`src/rtl/lsa_pkg.sv`:
```
package lsa_pkg;
    typedef enum logic [2:0] {
        OP_LW  = 3'd0,
        OP_LB  = 3'd1,
        OP_LBU = 3'd2,
        OP_SW  = 3'd4,
        OP_SB  = 3'd5
    } lsa_op_e;
endpackage

```
`src/rtl/lsa_load_lane.sv`:
```
module lsa_load_lane #(
    parameter int DATA_W = 32,
    parameter int BYTE_W = 8,
    localparam int LANES = DATA_W / BYTE_W,
    localparam int OFS_W = $clog2(LANES)
) (
    input  logic [DATA_W-1:0] word_i,
    input  logic [OFS_W-1:0]  ofs_i,
    input  logic              sign_ext_i,
    output logic [DATA_W-1:0] result_o
);
    logic [BYTE_W-1:0] lane_bytes [LANES];
    logic [BYTE_W-1:0] picked;
    logic              fill;

    for (genvar g = 0; g < LANES; g++) begin : g_lane
        assign lane_bytes[g] = word_i[g*BYTE_W +: BYTE_W];
    end

    always_comb begin
        picked   = lane_bytes[ofs_i];
        fill     = sign_ext_i & picked[BYTE_W-1];
        result_o = {{(DATA_W-BYTE_W){fill}}, picked};
    end
endmodule

```
`src/rtl/lsa_store_lane.sv`:
```
module lsa_store_lane #(
    parameter int DATA_W = 32,
    parameter int BYTE_W = 8,
    localparam int LANES = DATA_W / BYTE_W,
    localparam int OFS_W = $clog2(LANES)
) (
    input  logic [DATA_W-1:0] src_i,
    input  logic [OFS_W-1:0]  ofs_i,
    input  logic              is_byte_i,
    output logic [DATA_W-1:0] wdata_o,
    output logic [LANES-1:0]  be_o
);
    for (genvar g = 0; g < LANES; g++) begin : g_lane
        assign wdata_o[g*BYTE_W +: BYTE_W] = is_byte_i ? src_i[BYTE_W-1:0]
                                                       : src_i[g*BYTE_W +: BYTE_W];
        assign be_o[g] = !is_byte_i || (ofs_i == OFS_W'(g));
    end
endmodule

```
`src/rtl/lsa_unit.sv`:
```
module lsa_unit #(
    parameter int DATA_W = 32,
    parameter int BYTE_W = 8,
    localparam int LANES = DATA_W / BYTE_W,
    localparam int OFS_W = $clog2(LANES)
) (
    input  logic              clk,
    input  logic              rst_n,
    input  logic              req_valid_i,
    input  logic [2:0]        req_op_i,
    input  logic [OFS_W-1:0]  addr_lo_i,
    input  logic [DATA_W-1:0] mem_rdata_i,
    input  logic [DATA_W-1:0] rt_data_i,
    output logic              wb_valid_o,
    output logic [DATA_W-1:0] wb_data_o,
    output logic [LANES-1:0]  wr_be_o,
    output logic [DATA_W-1:0] wr_data_o,
    output logic              misalign_o
);
    import lsa_pkg::*;

    typedef struct packed {
        logic              wb_valid;
        logic [DATA_W-1:0] wb_data;
        logic [LANES-1:0]  be;
        logic [DATA_W-1:0] wdata;
        logic              misalign;
    } out_t;

    out_t              st_d, st_q;
    logic [DATA_W-1:0] ld_ext;
    logic [DATA_W-1:0] st_lanes;
    logic [LANES-1:0]  st_be;
    logic              aligned;

    lsa_load_lane #(.DATA_W(DATA_W), .BYTE_W(BYTE_W)) u_load (
        .word_i     (mem_rdata_i),
        .ofs_i      (addr_lo_i),
        .sign_ext_i (req_op_i == OP_LB),
        .result_o   (ld_ext)
    );

    lsa_store_lane #(.DATA_W(DATA_W), .BYTE_W(BYTE_W)) u_store (
        .src_i     (rt_data_i),
        .ofs_i     (addr_lo_i),
        .is_byte_i (req_op_i == OP_SB),
        .wdata_o   (st_lanes),
        .be_o      (st_be)
    );

    always_comb begin
        st_d    = '0;
        aligned = (addr_lo_i == '0);
        if (req_valid_i) begin
            case (req_op_i)
                OP_LW: begin
                    if (aligned) begin
                        st_d.wb_valid = 1'b1;
                        st_d.wb_data  = mem_rdata_i;
                    end else begin
                        st_d.misalign = 1'b1;
                    end
                end
                OP_LB, OP_LBU: begin
                    st_d.wb_valid = 1'b1;
                    st_d.wb_data  = ld_ext;
                end
                OP_SW: begin
                    if (aligned) begin
                        st_d.be    = st_be;
                        st_d.wdata = st_lanes;
                    end else begin
                        st_d.misalign = 1'b1;
                    end
                end
                OP_SB: begin
                    st_d.be    = st_be;
                    st_d.wdata = st_lanes;
                end
                default: st_d = '0;
            endcase
        end
    end

    always_ff @(posedge clk) begin
        if (!rst_n) st_q <= '0;
        else        st_q <= st_d;
    end

    assign wb_valid_o = st_q.wb_valid;
    assign wb_data_o  = st_q.wb_data;
    assign wr_be_o    = st_q.be;
    assign wr_data_o  = st_q.wdata;
    assign misalign_o = st_q.misalign;

    AST_LW_PASS: assert property (@(posedge clk) disable iff (!rst_n)
        (req_valid_i && req_op_i == OP_LW && addr_lo_i == '0)
        |=> (wb_valid_o && wb_data_o == $past(mem_rdata_i)));
    AST_LBU_UPPER_ZERO: assert property (@(posedge clk) disable iff (!rst_n)
        (req_valid_i && req_op_i == OP_LBU)
        |=> (wb_data_o[DATA_W-1:BYTE_W] == '0));
    AST_SW_ALL_LANES: assert property (@(posedge clk) disable iff (!rst_n)
        (req_valid_i && req_op_i == OP_SW && addr_lo_i == '0)
        |=> (wr_be_o == '1 && wr_data_o == $past(rt_data_i)));
    AST_SB_ONE_LANE: assert property (@(posedge clk) disable iff (!rst_n)
        (req_valid_i && req_op_i == OP_SB) |=> ($countones(wr_be_o) == 1));
    AST_MISALIGN_QUIET: assert property (@(posedge clk) disable iff (!rst_n)
        misalign_o |-> (wr_be_o == '0 && !wb_valid_o));
    AST_IDLE_QUIET: assert property (@(posedge clk) disable iff (!rst_n)
        !req_valid_i |=> (wr_be_o == '0 && !wb_valid_o && !misalign_o));
    AST_LOAD_NO_WRITE: assert property (@(posedge clk) disable iff (!rst_n)
        wb_valid_o |-> (wr_be_o == '0));
endmodule

```
`config.mk`:
```
export PLATFORM = sky130hd
export DESIGN_NAME = lsa_unit
export DESIGN_NICKNAME = d
export VERILOG_FILES = /design/src/rtl/lsa_pkg.sv /design/src/rtl/lsa_load_lane.sv /design/src/rtl/lsa_store_lane.sv /design/src/rtl/lsa_unit.sv
export SDC_FILE = /design/constraint.sdc
export NUM_CORES = 1
export LEC_CHECK = 0
export ABC_CLOCK_PERIOD_IN_PS = 2000
export CAP_MARGIN = 20
export CELL_PAD_IN_SITES_DETAIL_PLACEMENT = 1
export CELL_PAD_IN_SITES_GLOBAL_PLACEMENT = 2
export CORE_AREA = 2 2 97 169
export DETAILED_ROUTE_END_ITERATION = 6
export DIE_AREA = 0 0 99 171
export PLACE_DENSITY = 0.79
export SYNTH_ARGS = -nofsm -noshare
export SYNTH_HDL_FRONTEND = slang
export SYNTH_HIERARCHICAL = 1
export SYNTH_SLANG_ARGS = --single-unit
```
`constraint.sdc`:
```
create_clock -name clk -period 2 [get_ports clk]
set_input_delay 0.5 -clock clk [delete_from_list [all_inputs] [get_ports clk]]
set_output_delay 0.5 -clock clk [all_outputs]
set_load 0.02 [all_outputs]
```
# Yosys cells after proc, flatten, opt, wreduce, memory -nomap -nowiden
# Cells that the tools add are included.
# classes
bitwise	2
eq_ne	7
n_lt_le_gt_ge	1
n_reduce_logical	11
muxes	11
# ops
operator	count
36-bit case mux with 2 select lines	1
33-bit case mux with 2 select lines	1
8-bit two-way mux	5
36-bit two-way mux	1
33-bit two-way mux	1
8-bit binary-select mux with 2-bit select	1
3-bit == test (second input constant)	2
2-bit == test (second input constant)	2
1-bit logical OR	4
2-bit OR reduction	2
3-bit by 1-bit == test with 1-bit output (second input constant)	1
3-bit by 2-bit == test with 1-bit output (second input constant)	1
3-bit greater-or-equal comparator (second input constant)	1
3-bit logical NOT	1
2-bit inverter with 3-bit output	1
3-bit AND reduction	1
2-bit by 1-bit == test with 1-bit output (second input constant)	1
2-bit logical NOT	1
2-bit AND reduction	1
1-bit AND	1
1-bit logical NOT	1
1-bit two-way mux	1
# totals
input_bits	72
reg_bits	70

# Depth between registers and ports, before layout
# depth
ltp_word	6
depth_mapped	8
depth_no_buf	4

# Cells and area by module
# Netlist, hierarchy kept.
# modules_own_cells
module	area_per_inst_um2	cells_each	n_inst	seq_area_each_um2
lsa_unit	2681.3	238	1	1401.3
lsa_store_lane	444.2	74	1	0.0
lsa_load_lane	407.9	35	1	0.0

# Worst setup path before layout
# No wires, ideal clock.
# synth_path
path_kind	in2reg
from	in req_op_i[2]
to	reg st_q (netlist bit wb_data_o[19])
required_time_ns	1.934
path_stages	7
path_buffers	3
slack_ns	0.044
setup_ns	0.066
arrival_time_ns	1.890
path_cell_list	clkbuf_2 clkbuf_1 nor3b_1 and2_1 buf_4 nand3b_1 a21oi_2
# synth_between
elab_chain_cells	3
word_cells_on_any_way	6
# synth_rtl
item	line_no	rtl
from (decl)	lsa_unit.sv:10	input logic [2:0] req_op_i,
3-bit by 1-bit == test with 1-bit output	lsa_unit.sv:39	.sign_ext_i (req_op_i == OP_LB),
1-bit AND	lsa_load_lane.sv:22	fill = sign_ext_i & picked[BYTE_W-1];
named net u_load.fill	lsa_load_lane.sv:14	logic fill;
33-bit case mux with 2 select lines	lsa_unit.sv:55	case (req_op_i)
to (signal assigned)	lsa_unit.sv:87	else st_q <= st_d;
to (decl)	lsa_unit.sv:30	out_t st_d, st_q;
# The timed path passes the listed nets, and every way through them passes these cells.
# A chain may end at the register's enable or synchronous reset.

# Worst setup path in the final report
# layout_path
from	in addr_lo_i[0]
to	reg st_q (netlist bit wb_data_o[30])
# layout_between
elab_chain_cells	6
word_cells_on_any_way	8
# layout_rtl
item	line_no	rtl
from (decl)	lsa_unit.sv:11	input logic [OFS_W-1:0] addr_lo_i,
2-bit inverter with 3-bit output (not written as such)	lsa_load_lane.sv:21	picked = lane_bytes[ofs_i];
8-bit binary-select mux with 2-bit select	lsa_load_lane.sv:21	
8-bit two-way mux (not written as such) (2 in series)	lsa_load_lane.sv:21	
named net ld_ext[7]	lsa_unit.sv:31	logic [DATA_W-1:0] ld_ext;
1-bit AND	lsa_load_lane.sv:22	
named net ld_ext[8]	lsa_unit.sv:31	
33-bit case mux with 2 select lines	lsa_unit.sv:55	
# The timed path passes the listed nets, and every way through them passes these cells. The select of a mux whose other input is x is not followed.

==> flow_summary.toml <==
[power_and_ir_drop]
intPower_mw = 2.71
p_leak_nw = 1.88
p_comb_share_pct = 14.0
p_clk_share_pct = 46.3
switching_power_uw = 844
powerDensity_mw_per_mm2 = 675
netSwitchingFraction_pct = 23.7
irDropWorstVdd_mv = 0.278
seqPwrFrac_pct = 39.7

[global_routing]
grt_antenna_before_repair = 0
grt_pass1_wl_um = 17000
gr-total-overflow = 0
gr-usage-all-layers_pct = 13.0
grt_max_degree = 37
grt_pass1_vias = 3035

[min_path]
hp-class = "primary input to flip-flop"
hold_path_depth = 2
hold_start = "rt_data_i[4]"
min_to = "wr_data_o[4]"

[floorplan]
die_w_um = 99
die_h_um = 171
num_rows = 61
start_util_pct = 22.6
core_area_mm2 = 0.0156
dieArea_mm2 = 0.0169
io-pin-count = 142

[yosys]
async_flop_share_pct = 0
yosys.area.top_type_share_pct = 39.7
synth_edf_count = 0
synth_most_common_cell = "dfxtp_1"
yosys.area.top_type = "dfxtp_1"
syn_avg_cell_area_um2 = 10.2
synth_common_cells = "dfxtp_1, and2_1, buf_4, nand3b_1, nand4b_1"
netlist_instances = 347
yosys_warnings = 6
yosysUniqueCellTypes = 31
ys_seq_area_share_pct = 39.7
synth_nets = 419
synth_area_leaders = "dfxtp_1, nand4b_1, a21oi_2"
synth_seq_cells = 70
syn_area_mm2 = 0.00353
synthFlopType = "dfxtp_1"

[route]
wire_per_inst_um = 16.9
vias_per_cell = 4.39
ant_nets = 0
dr.pass1.iters = 4
route.detailed.drc = 0
vias = 2874
drtIter0Drc = 40
wirelength_um = 11000

[cts]
tritoncts = "built"
htreeDepth = 3
cts_hold_buf = 0
clk_path_buf_depth = 2
path_clk_slew_ps = 60
clockRootBuffer = "clkbuf_16"
post_cts.repair.setup_buffers = 0
cts_resized = 0
numCtsBuffers = 9
cts.sinks = 70

[job]
cap_viol_max_count = 0

[placed_design]
gp_congestion = 0.729
numPlacedInstances = 639
portBuffers = 141
post_dp_cell_area_mm2 = 0.00496
dp_hpwl_um = 8550

[timing]
period_minus_slack_ps = 1930
setup_tns_ps = 0
finalSetupViolCount = 0
drv_slew = 0
post-route-period-util_pct = 96.3
relSlewSlack_pct = 78.6
worstMarginPinSlew_ps = 320
rsz0062_at_grt = "no"
hold_viol = 0
fmax_mhz = 519

[worst_setup_path]
crit_family = "buffers and inverters"
cp.required_ps = 2220
cp.arrival_ps = 2150
worst-path-max-fanout = 13
start_kind = "primary input"
slowest_delay_ps = 530
crit_slowest_cell = "mux4_2"
cp.buffers_inverters = 2
worstSetupPathType = "primary input to flip-flop"
crit_path_end_kind = "flip-flop"
crit_chain = "clkdlybuf4s50_1 > mux4_2 > and2_1 > buf_4 > nand3b_1 > a21oi_2"

[layout]
syn2layout_area_growth_pct = 49.2
fin_area_mm2 = 0.00527
multi_input_area_mm2 = 0.00157
fin_nets = 533
num_antenna_cells = 0
fill_cells = 1753
regArea_mm2 = 0.00140
layout.cells.non_filler = 655
drive_above_1_share_pct = 19.7

[status]
status = "finished clean"
## logic make-up after synthesis
group	share of synthesized area, %
flip-flops	39.7
buffers and inverters	15.9
XOR/XNOR	0.460
multiplexers	5.84
AND/OR/NAND/NOR	24.2
AO/OA/AOI/OAI	14.0
## stage by stage
stage / power, mW / setup WS [ps] / utilization (%) / hold slack [ps]
after detailed placement: 1.94 / -268 / 31.7 / 1110
after CTS: 3.61 / 77.0 / 33.7 / 769
after global routing: 3.69 / 8.83 / 33.7 / 781
after floorplan: 1.72 / 44.2 / - / 662
after global placement: 1.93 / -203 / 31.7 / 1110
final: 3.56 / 73.7 / 33.7 / 778
## flip-flops by register name, indices dropped and copies added (netlist names)
register    count
wb_valid_o      1
wb_data_o      32
wr_data_o      32
misalign_o      1
wr_be_o         4
## power by group through the flow
stage	clock (mW)	combinational, mW	sequential, mW
2_1_floorplan	0	0.254	1.46
5_1_grt	1.74	0.534	1.41
6_report	1.65	0.498	1.41
3_3_place_gp	0	0.489	1.44
3_5_place_dp	0	0.498	1.44
4_1_cts	1.70	0.501	1.41
## area by class of cell
class / instances / share of cell area (%)
repair buffers: 165 / 31.4
multi-input cells: 189 / 29.8
flip-flops and latches: 70 / 26.6
clock buffers: 11 / 4.79
well taps: 189 / 4.49
inverters: 26 / 1.85
clock inverters: 5 / 1.09
## worst max path at each step
stage	startpoint	endpoint	slack (ps)	cells after the start
after floorplan	req_op_i[2]	wb_data_o[19]	40	7
after global placement	addr_lo_i[0]	wb_data_o[29]	-200	6
after detailed placement	addr_lo_i[0]	wb_data_o[30]	-270	6
after CTS	addr_lo_i[0]	wb_data_o[30]	80	6
after global routing	addr_lo_i[0]	wb_data_o[10]	9	6
final	addr_lo_i[0]	wb_data_o[30]	70	6
## layout by cell type, fill, tap and decap left out, types with 2 or more instances in the layout
master	count
a21oi_1	3
a21oi_2	29
and2_1	37
buf_12	5
buf_4	19
clkbuf_16	9
clkbuf_8	2
clkdlybuf4s50_1	141
clkinvlp_4	3
dfxtp_1	70
inv_1	26
mux4_1	7
nand2_1	7
nand2_4	2
nand3b_1	32
nand4b_1	32
nor2_2	2
o21ai_0	4
o21ai_1	10
o21ai_2	14
## metal layers
metal  vias to the layer above  global-route usage, %  wire, um
li1                       1388                      -         -
met1                      1353                   15.6      4580
met2                       121                   22.9      5590
met3                        12                   2.66       673
met4                         0                   4.65       195
met5                         -                      0         0
Power figures use the tool's default switching activity.
